$ cat src/rtl/refclk_failover_pkg.sv
// Shared constants and types for the reference clock failover controller.
// Assumes exactly two reference inputs; index 0 is the default reference.
package refclk_failover_pkg;

    localparam int NREF = 2;

    // Order of the control inputs inside the synchronizer bundle.
    typedef struct packed {
        logic       bypass;
        logic       auto_en;
        logic       sel;
        logic       clr_n;
        logic [1:0] refs;
    } ctl_bundle_t;

    localparam int CTL_W = $bits(ctl_bundle_t);

endpackage

$ cat src/rtl/fov_sync2.sv
// Two-flop synchronizer for a bundle of asynchronous inputs.
// Assumes every bit is sampled on its own; no bus coherency is implied.
module fov_sync2 #(
    parameter int W = 1
) (
    input  logic         clk,
    input  logic         rst_n,
    input  logic [W-1:0] d,
    output logic [W-1:0] q
);

    logic [W-1:0] stage1;

    // Two register stages, cleared by reset.
    always_ff @(posedge clk) begin
        if (!rst_n) begin
            stage1 <= '0;
            q      <= '0;
        end else begin
            stage1 <= d;
            q      <= stage1;
        end
    end

endmodule

$ cat src/rtl/fov_stuck_mon.sv
// Stuck detector for one synchronized reference.
// A counter clears on every level change and saturates at TIMEOUT.
// At TIMEOUT the input is reported dead. A restart clears the counter.
// Also reports a falling edge of the synchronized level.
module fov_stuck_mon #(
    parameter int TIMEOUT = 16
) (
    input  logic clk,
    input  logic rst_n,
    input  logic restart,
    input  logic lvl,
    output logic dead,
    output logic fall
);

    localparam int CW = $clog2(TIMEOUT + 1);
    localparam logic [CW-1:0] LIMIT = CW'(TIMEOUT);

    logic          prev;
    logic [CW-1:0] cnt;

    // Track the previous level and the cycles since the last edge.
    always_ff @(posedge clk) begin
        if (!rst_n) begin
            prev <= 1'b0;
            cnt  <= '0;
        end else begin
            prev <= lvl;
            if (restart || (lvl != prev))
                cnt <= '0;
            else if (cnt != LIMIT)
                cnt <= cnt + 1'b1;
        end
    end

    assign dead = (cnt == LIMIT);
    assign fall = prev & ~lvl;

endmodule

$ cat src/rtl/fov_sel_ctrl.sv
// Failure flag latches and requested-reference decision.
// Assumes synchronized inputs and a single-cycle clear pulse.
module fov_sel_ctrl
    import refclk_failover_pkg::*;
(
    input  logic            clk,
    input  logic            rst_n,
    input  logic            clr_pulse,
    input  logic            sel_s,
    input  logic            manual,
    input  logic [NREF-1:0] dead,
    output logic [NREF-1:0] fail_n,
    output logic            tgt
);

    // One latched active-low flag per reference.
    for (genvar i = 0; i < NREF; i++) begin : g_flag
        always_ff @(posedge clk) begin
            if (!rst_n)
                fail_n[i] <= 1'b1;
            else if (clr_pulse)
                fail_n[i] <= 1'b1;
            else if (dead[i])
                fail_n[i] <= 1'b0;
        end
    end

    logic other_ok;
    assign other_ok = ~dead[~tgt];

    // Decide which reference is requested.
    always_ff @(posedge clk) begin
        if (!rst_n)
            tgt <= 1'b0;
        else if (clr_pulse)
            tgt <= sel_s;
        else if (fail_n == '0)
            tgt <= 1'b0;
        else if (manual || (fail_n == '1))
            tgt <= sel_s;
        else if (!fail_n[tgt] && other_ok)
            tgt <= ~tgt;
    end

endmodule

$ cat src/rtl/fov_clk_switch.sv
// Clock source switch in the system clock domain.
// Adopts a new source only when that source has just fallen.
// Assumes the levels come from synchronizers.
module fov_clk_switch
    import refclk_failover_pkg::*;
(
    input  logic            clk,
    input  logic            rst_n,
    input  logic            tgt,
    input  logic [NREF-1:0] lvl,
    input  logic [NREF-1:0] fall,
    output logic            act,
    output logic            ref_out
);

    // Move to the requested source on its falling edge; register the output.
    always_ff @(posedge clk) begin
        if (!rst_n) begin
            act     <= 1'b0;
            ref_out <= 1'b0;
        end else begin
            if ((act != tgt) && fall[tgt])
                act <= tgt;
            ref_out <= lvl[act];
        end
    end

endmodule

$ cat src/rtl/refclk_failover.sv
// Top level of the redundant reference clock failover controller.
// Assumes the system clock is several times faster than either reference.
// Set TIMEOUT to one nominal reference period in system clock cycles.
module refclk_failover
    import refclk_failover_pkg::*;
#(
    parameter int TIMEOUT = 16
) (
    input  logic       clk,
    input  logic       rst_n,
    input  logic [1:0] ref_in,
    input  logic       sel,
    input  logic       auto_en,
    input  logic       bypass,
    input  logic       alarm_clr_n,
    output logic       ref_out,
    output logic [1:0] fail_n,
    output logic       sel_ind
);

    ctl_bundle_t raw, syn;
    logic [CTL_W-1:0] syn_bits;

    assign raw = '{bypass: bypass, auto_en: auto_en, sel: sel,
                   clr_n: alarm_clr_n, refs: ref_in};

    fov_sync2 #(.W(CTL_W)) u_sync (
        .clk(clk), .rst_n(rst_n), .d(raw), .q(syn_bits)
    );
    assign syn = ctl_bundle_t'(syn_bits);

    logic clr_q, clr_pulse, sel_s, manual;

    // Remember the synchronized clear level to find its falling edge.
    always_ff @(posedge clk) begin
        if (!rst_n) clr_q <= 1'b0;
        else        clr_q <= syn.clr_n;
    end

    assign clr_pulse = clr_q & ~syn.clr_n;
    assign sel_s     = syn.sel;
    assign manual    = ~syn.auto_en | syn.bypass;

    logic [NREF-1:0] lvl, dead, fall;
    assign lvl = syn.refs;

    for (genvar i = 0; i < NREF; i++) begin : g_mon
        fov_stuck_mon #(.TIMEOUT(TIMEOUT)) u_mon (
            .clk(clk), .rst_n(rst_n), .restart(clr_pulse),
            .lvl(lvl[i]), .dead(dead[i]), .fall(fall[i])
        );
    end

    logic tgt, act;

    fov_sel_ctrl u_ctrl (
        .clk(clk), .rst_n(rst_n), .clr_pulse(clr_pulse), .sel_s(sel_s),
        .manual(manual), .dead(dead), .fail_n(fail_n), .tgt(tgt)
    );

    fov_clk_switch u_sw (
        .clk(clk), .rst_n(rst_n), .tgt(tgt), .lvl(lvl), .fall(fall),
        .act(act), .ref_out(ref_out)
    );

    assign sel_ind = tgt;

endmodule

$ cat config.mk
export PLATFORM = sky130hd
export DESIGN_NAME = refclk_failover
export DESIGN_NICKNAME = d
export VERILOG_FILES = /design/src/rtl/refclk_failover_pkg.sv /design/src/rtl/fov_sync2.sv /design/src/rtl/fov_stuck_mon.sv /design/src/rtl/fov_sel_ctrl.sv /design/src/rtl/fov_clk_switch.sv /design/src/rtl/refclk_failover.sv
export SDC_FILE = /design/constraint.sdc
export NUM_CORES = 1
export LEC_CHECK = 0
export BUFFER_PORTS_ARGS = -buffer_cell sky130_fd_sc_hd__buf_2
export CAP_MARGIN = 20
export CELL_PAD_IN_SITES_DETAIL_PLACEMENT = 2
export CELL_PAD_IN_SITES_GLOBAL_PLACEMENT = 2
export CORE_MARGIN = 10
export CORE_UTILIZATION = 36
export DETAILED_ROUTE_END_ITERATION = 6
export PLACE_DENSITY = 0.87
export SLEW_MARGIN = 25
export SYNTH_ARGS = -nofsm -noshare
export SYNTH_HDL_FRONTEND = slang
export SYNTH_SLANG_ARGS = --single-unit
$ cat constraint.sdc
create_clock -name clk -period 1.8 [get_ports clk]
set_clock_uncertainty 0.05 [all_clocks]
set_input_delay 0.09 -clock clk [delete_from_list [all_inputs] [get_ports clk]]
set_output_delay 0.09 -clock clk [all_outputs]
set_load 0.05 [all_outputs]
# After elaboration in Yosys (flattened, before gate mapping)

Index checks and enable logic that the tools add are counted.

Eq/ne operators: 8
Magnitude comparators: 3
Add/subtract/negate cells: 2
Multiplexer cells: 12
Bitwise logic cells: 11
Reductions and logical operators: 11

Operator list:

| kind                | count |
|---|---|
| $mux 1              | 12 |
| $add 5x1->5 const B | 2 |
| $eq 5x5->1 const B  | 2 |
| $ne 5x5->1 const B  | 2 |
| $not 1->1           | 7 |
| $lt 1x2->1 const B  | 3 |
| $reduce_or 2->1     | 3 |
| $reduce_bool 4->1   | 1 |
| $and 1x1->1         | 3 |
| $logic_or 1x1->1    | 3 |
| $ne 1x1->1          | 3 |
| $eq 2x2->1 const B  | 1 |
| $logic_and 1x1->1   | 2 |
| $logic_not 2->1     | 1 |
| $logic_not 1->1     | 1 |
| $or 1x1->1          | 1 |

Logic and storage cells: 59
Register bits after elaboration: 30

# Depth between registers and ports, before layout

Word-level depth: 9
Depth in mapped cells: 6
Depth with buffers taken out: 5

# Modules after synthesis

Synthesis repeated with hierarchy kept, for this count alone.

Cells, all modules: 108
Area, all modules: 1146.1 um2

By module, submodules not included:

| module          | instances | area an instance (um2) | cells an instance |
|---|---|---|---|
| fov_stuck_mon   | 2         | 279.0                  | 28 |
| fov_sync2       | 1         | 336.6                  | 25 |
| fov_sel_ctrl    | 1         | 132.6                  | 15 |
| fov_clk_switch  | 1         | 76.3                   | 8 |
| refclk_failover | 1         | 42.5                   | 4 |

# Least setup slack after synthesis

No wires, ideal clock.

Kind: register to register
Start: register g_mon[1].u_mon.cnt[0]
End: register u_ctrl.tgt
Arrival time: 1136 ps
Path slack: 480 ps
Stages on the path, launching flop included: 7
Path through: dfxtp_1 > inv_1 > ha_1 > nor4bb_1 > buf_4 > a21o_1 > a41oi_2

Longest elaborated chain between the ends: 6

Ends and longest elaborated chain:

| element                                    | line                | source |
|---|---|---|
| start, declared                            | fov_stuck_mon.sv:20 | `logic [CW-1:0] cnt;` |
| start signal, assigned                     | fov_stuck_mon.sv:32 | `cnt <= cnt + 1'b1;` |
| $eq 5x5->1                                 | fov_stuck_mon.sv:36 | `assign dead = (cnt == LIMIT);` |
| $mux 1 (implied by the code) (2 in series) | fov_sel_ctrl.sv:29  | `assign other_ok = ~dead[~tgt];` |
| $not 1->1                                  | fov_sel_ctrl.sv:29  |  |
| $logic_and 1x1->1                          | fov_sel_ctrl.sv:41  | `else if (!fail_n[tgt] && other_ok)` |
| $reduce_bool 4->1 (no line)                | n/a                 |  |
| end signal, assigned                       | fov_sel_ctrl.sv:36  | `tgt <= sel_s;` |
| end signal, assigned                       | fov_sel_ctrl.sv:40  | `tgt <= sel_s;` |
| end signal, assigned                       | fov_sel_ctrl.sv:42  | `tgt <= ~tgt;` |
| end, declared                              | fov_sel_ctrl.sv:13  | `output logic tgt` |

Every way passes these cells. The select of a mux whose other input is x is not followed.
A chain may end at the register's enable or synchronous reset.

# Final worst setup path

Start: register g_mon[0].u_mon.cnt[0]
End: register g_mon[0].u_mon.cnt[1]

Longest elaborated chain between the ends: 1
Elaborated cells on any way between the ends: 2
Those cells by class: 1 x add/sub; 1 x eq/ne

Ends and longest elaborated chain:

| element                                          | line |
|---|---|
| start, declared                                  | fov_stuck_mon.sv:20 |
| start signal, assigned                           | fov_stuck_mon.sv:32 |
| $add 5x1->5 / $ne 5x5->1 (equally long branches) | fov_stuck_mon.sv:32, fov_stuck_mon.sv:31 |

Parallel ways exist; a longest one is shown, timed or not.

==> out/metrics.cfg <==
[setup_path]
rr_worst_depth = 6
crit_fanout = 6
timing.rr.end = g_mon[0].u_mon.cnt[1]
r2r_start = g_mon[0].u_mon.cnt[0]
r2r_setup_slack_ns = 0.28
cp.arrival_ns = 1.70
path_class = flip-flop to flip-flop
cp-end-kind = flip-flop
crit_required_ns = 1.98
startpoint_type = flip-flop

[synth]
ys_seq_elements = 30
ys_seq_area_share_pct = 53.5
async_flop_share_pct = 0
ys.warnings.count = 0
postSynthCellCount = 108
ys_top_cells_by_area = dfxtp_1 54%, and2_1 8.9%, ha_1 6.7%, xnor2_1 3.1%, xor2_1 3.1%
syn_nets = 122
syn_area_um2 = 1120
synth_cell_type_count = 22
synth_edf_count = 0
syn_avg_cell_area_um2 = 10.4
synthFlopType = dfxtp_1
ys_top_cells_by_count = 30 x dfxtp_1, 16 x and2_1, 8 x inv_1, 7 x nor2_1, 6 x ha_1
synth.top_cell.area_share_pct = 53.5
yosysMostFrequentCell = dfxtp_1
synth_area_leader_cell = dfxtp_1

[routing]
via_count = 801
wl_per_cell_um = 13.7
routed_wl_mm = 2.40
dr.pass1.iters = 3
drc = 0
ant_nets = 0
viasPerCell = 4.58
drt-initial-drc-count = 26

[grt]
grt_pass1_vias = 1007
grt_busiest_layer = met2
grt_overflow = 0
met1_usage_pct = 7.89
grt_max_degree = 20
grt_use_met3_pct = 5.99
grt_pass1_wl_mm = 4.21
grtUsageMet2_pct = 19.6
track_usage_pct = 10.2
antenna_found_initial = 0

[worst_hold_path]
min_path_type = input pin to flip-flop
min_to = u_sw.ref_out
holdPathStages = 2
hp-start = rst_n

[clock_tree]
clk_latency_ns = 0.33
cts_sinks = 30
h-tree-depth = 2
postCtsResizedCells = 0
clockBufferDepth = 2
clk_pin_slew_worst_paths_ns = 0.09
numCtsBuffers = 5
root_buffer = clkbuf_4
cts_tree = yes

[timing]
period_minus_slack_ns = 1.52
finalSetupViolCount = 0
worst_pin_slew_ns = 0.283
drv_slew = 0
fin_tns_setup_ns = 0
finalHoldViolCount = 0
period_share_pct = 84.6
timing.fmax_ghz = 0.657
fin_ws_ns = 0.277
rsz0062_at_grt = false
max_slew_margin_pct = 80.9

[final_layout]
diodes = 0
multi_input_area_um2 = 473
nFillCells = 331
drive_gt1_share_pct = 16.8
area_growth_pct = 19.1
nNetsFinal = 145
seq_area_um2 = 601

[power]
leakage_nw = 0.575
vdd_drop_max_v = 0.000415
power_switching_w = 0.000289
swShare_pct = 24.8
p_int_w = 0.000876
pwr-share-seq_pct = 60.7
powerDensity_nw_per_um2 = 872
power_frac_comb_pct = 7.8
power_frac_clock_pct = 31.5

[floorplanning]
ioPinCount = 12
num_rows = 20
core_um2 = 3030
start_util_pct = 37.1
die_h_um = 75.8
dieArea_um2 = 5750
die_w_um = 75.8

[run_status]
status = finished clean

[place]
place.gp.congestion = 0.799
dp_slack_ns = 0.281
dp_hpwl_mm = 1.74
io_buffers = 11

[job]
cap_violations = 0

## cells in the final DEF, fill, tap and decap left out, types with 2 or more instances in the layout
cell type	count
inv_1	8
xnor2_1	4
nor2_1	7
dlygate4sd3_1	6
nor3_1	4
dfxtp_1	30
and2_1	16
nor4bb_1	2
xor2_1	4
nand3_1	4
nand2b_1	3
nand2_1	3
buf_2	11
clkbuf_4	5
clkinv_2	2
ha_1	6
buf_4	2
o21ai_0	5
mux2i_1	3
## layout make-up
| class | instances | share of cell area (%) |
|---|---|---|
| Timing Repair Buffer | 19 | 9.74 |
| Tap cell | 44 | 4.12 |
| Multi-Input combinational cell | 67 | 35.4 |
| Clock buffer | 5 | 2.81 |
| Inverter | 8 | 2.25 |
| Sequential cell | 30 | 44.9 |
| Clock inverter | 2 | 0.749 |
## logic make-up (layout without fill, tap and decap cells)
group                      Yosys count  in the layout  synth area share (%)
xor gates and xnor gates             8              8                  6.24
AOI/OAI and AO/OA                    8              8                  5.02
and+or+nand+nor                     42             42                  21.5
DFF                                 30             30                  53.5
adders and majority gates            6              6                  6.69
muxes                                3              3                  2.68
buffers and inverters               11             34                  4.35
## per-layer routing
metal	wire length, µm	part of all wire (%)	up-vias
li1	-	-	391
met1	857	36	390
met2	1320	55	15
met3	176	7.3	5
met4	48	2.0	0
met5	0	0	-
## worst max-delay path, cell delays in order, from the launching register on
cell and delay [ns]:
dfxtp_1 0.34, inv_1 0.11, ha_1 0.16, nor4bb_1 0.30, buf_4 0.22, mux2i_1 0.20, nor2_1 0.05
## power by group through the flow
stage                     clock, W  sequential (W)  combinational [W]
after global routing      0.000423        0.000711           0.000107
after detailed placement         0        0.000722          0.0000827
after global placement           0        0.000719          0.0000738
after floorplan                  0        0.000721          0.0000520
final                     0.000367        0.000707          0.0000914
after CTS                 0.000387        0.000707          0.0000934
## stage by stage
stage / utilization, % / instance area [µm²] / power, W / hold slack, ns / cells
after floorplan: - / 1120 / 0.000773 / 0.162 / 108
after CTS: 44.1 / 1340 / 0.00119 / 0.0664 / 175
final: 44.1 / 1340 / 0.00117 / 0.0811 / 175
after detailed placement: 40.6 / 1230 / 0.000805 / 0.252 / 162
after global placement: 40.6 / 1230 / 0.000793 / 0.246 / 162
after global routing: 44.1 / 1340 / 0.00124 / 0.0710 / 175
## flip-flops by register name, summed over array words and instances (netlist names)
register,cells
u_sync.q,6
u_ctrl.tgt,1
u_ctrl.fail_n,2
g_mon.u_mon.prev,2
u_sw.ref_out,1
u_sw.act,1
u_sync.stage1,6
clr_q,1
g_mon.u_mon.cnt,10
## timing repair
action | 4_1_cts | 5_1_grt
hold buffers | 6 | 0
setup buffers | 0 | 0
endpoints found under the setup margin | 0 | 0
hold endpoints to repair | 6 | 0
## worst max-delay path by stage
stage / start / endpoint / slack [ns] / depth (start not counted)
6_report: g_mon[0].u_mon.cnt[0] / g_mon[0].u_mon.cnt[1] / 0.28 / 6
5_1_grt: g_mon[0].u_mon.cnt[0] / g_mon[0].u_mon.cnt[1] / 0.12 / 6
4_1_cts: g_mon[0].u_mon.cnt[0] / g_mon[0].u_mon.cnt[1] / 0.26 / 6
3_5_place_dp: g_mon[1].u_mon.cnt[0] / g_mon[1].u_mon.cnt[1] / 0.28 / 6
3_3_place_gp: g_mon[1].u_mon.cnt[0] / u_ctrl.tgt / 0.41 / 6
2_1_floorplan: g_mon[1].u_mon.cnt[0] / u_ctrl.tgt / 0.48 / 6
Note: power is estimated with default switching activity, not from simulation.
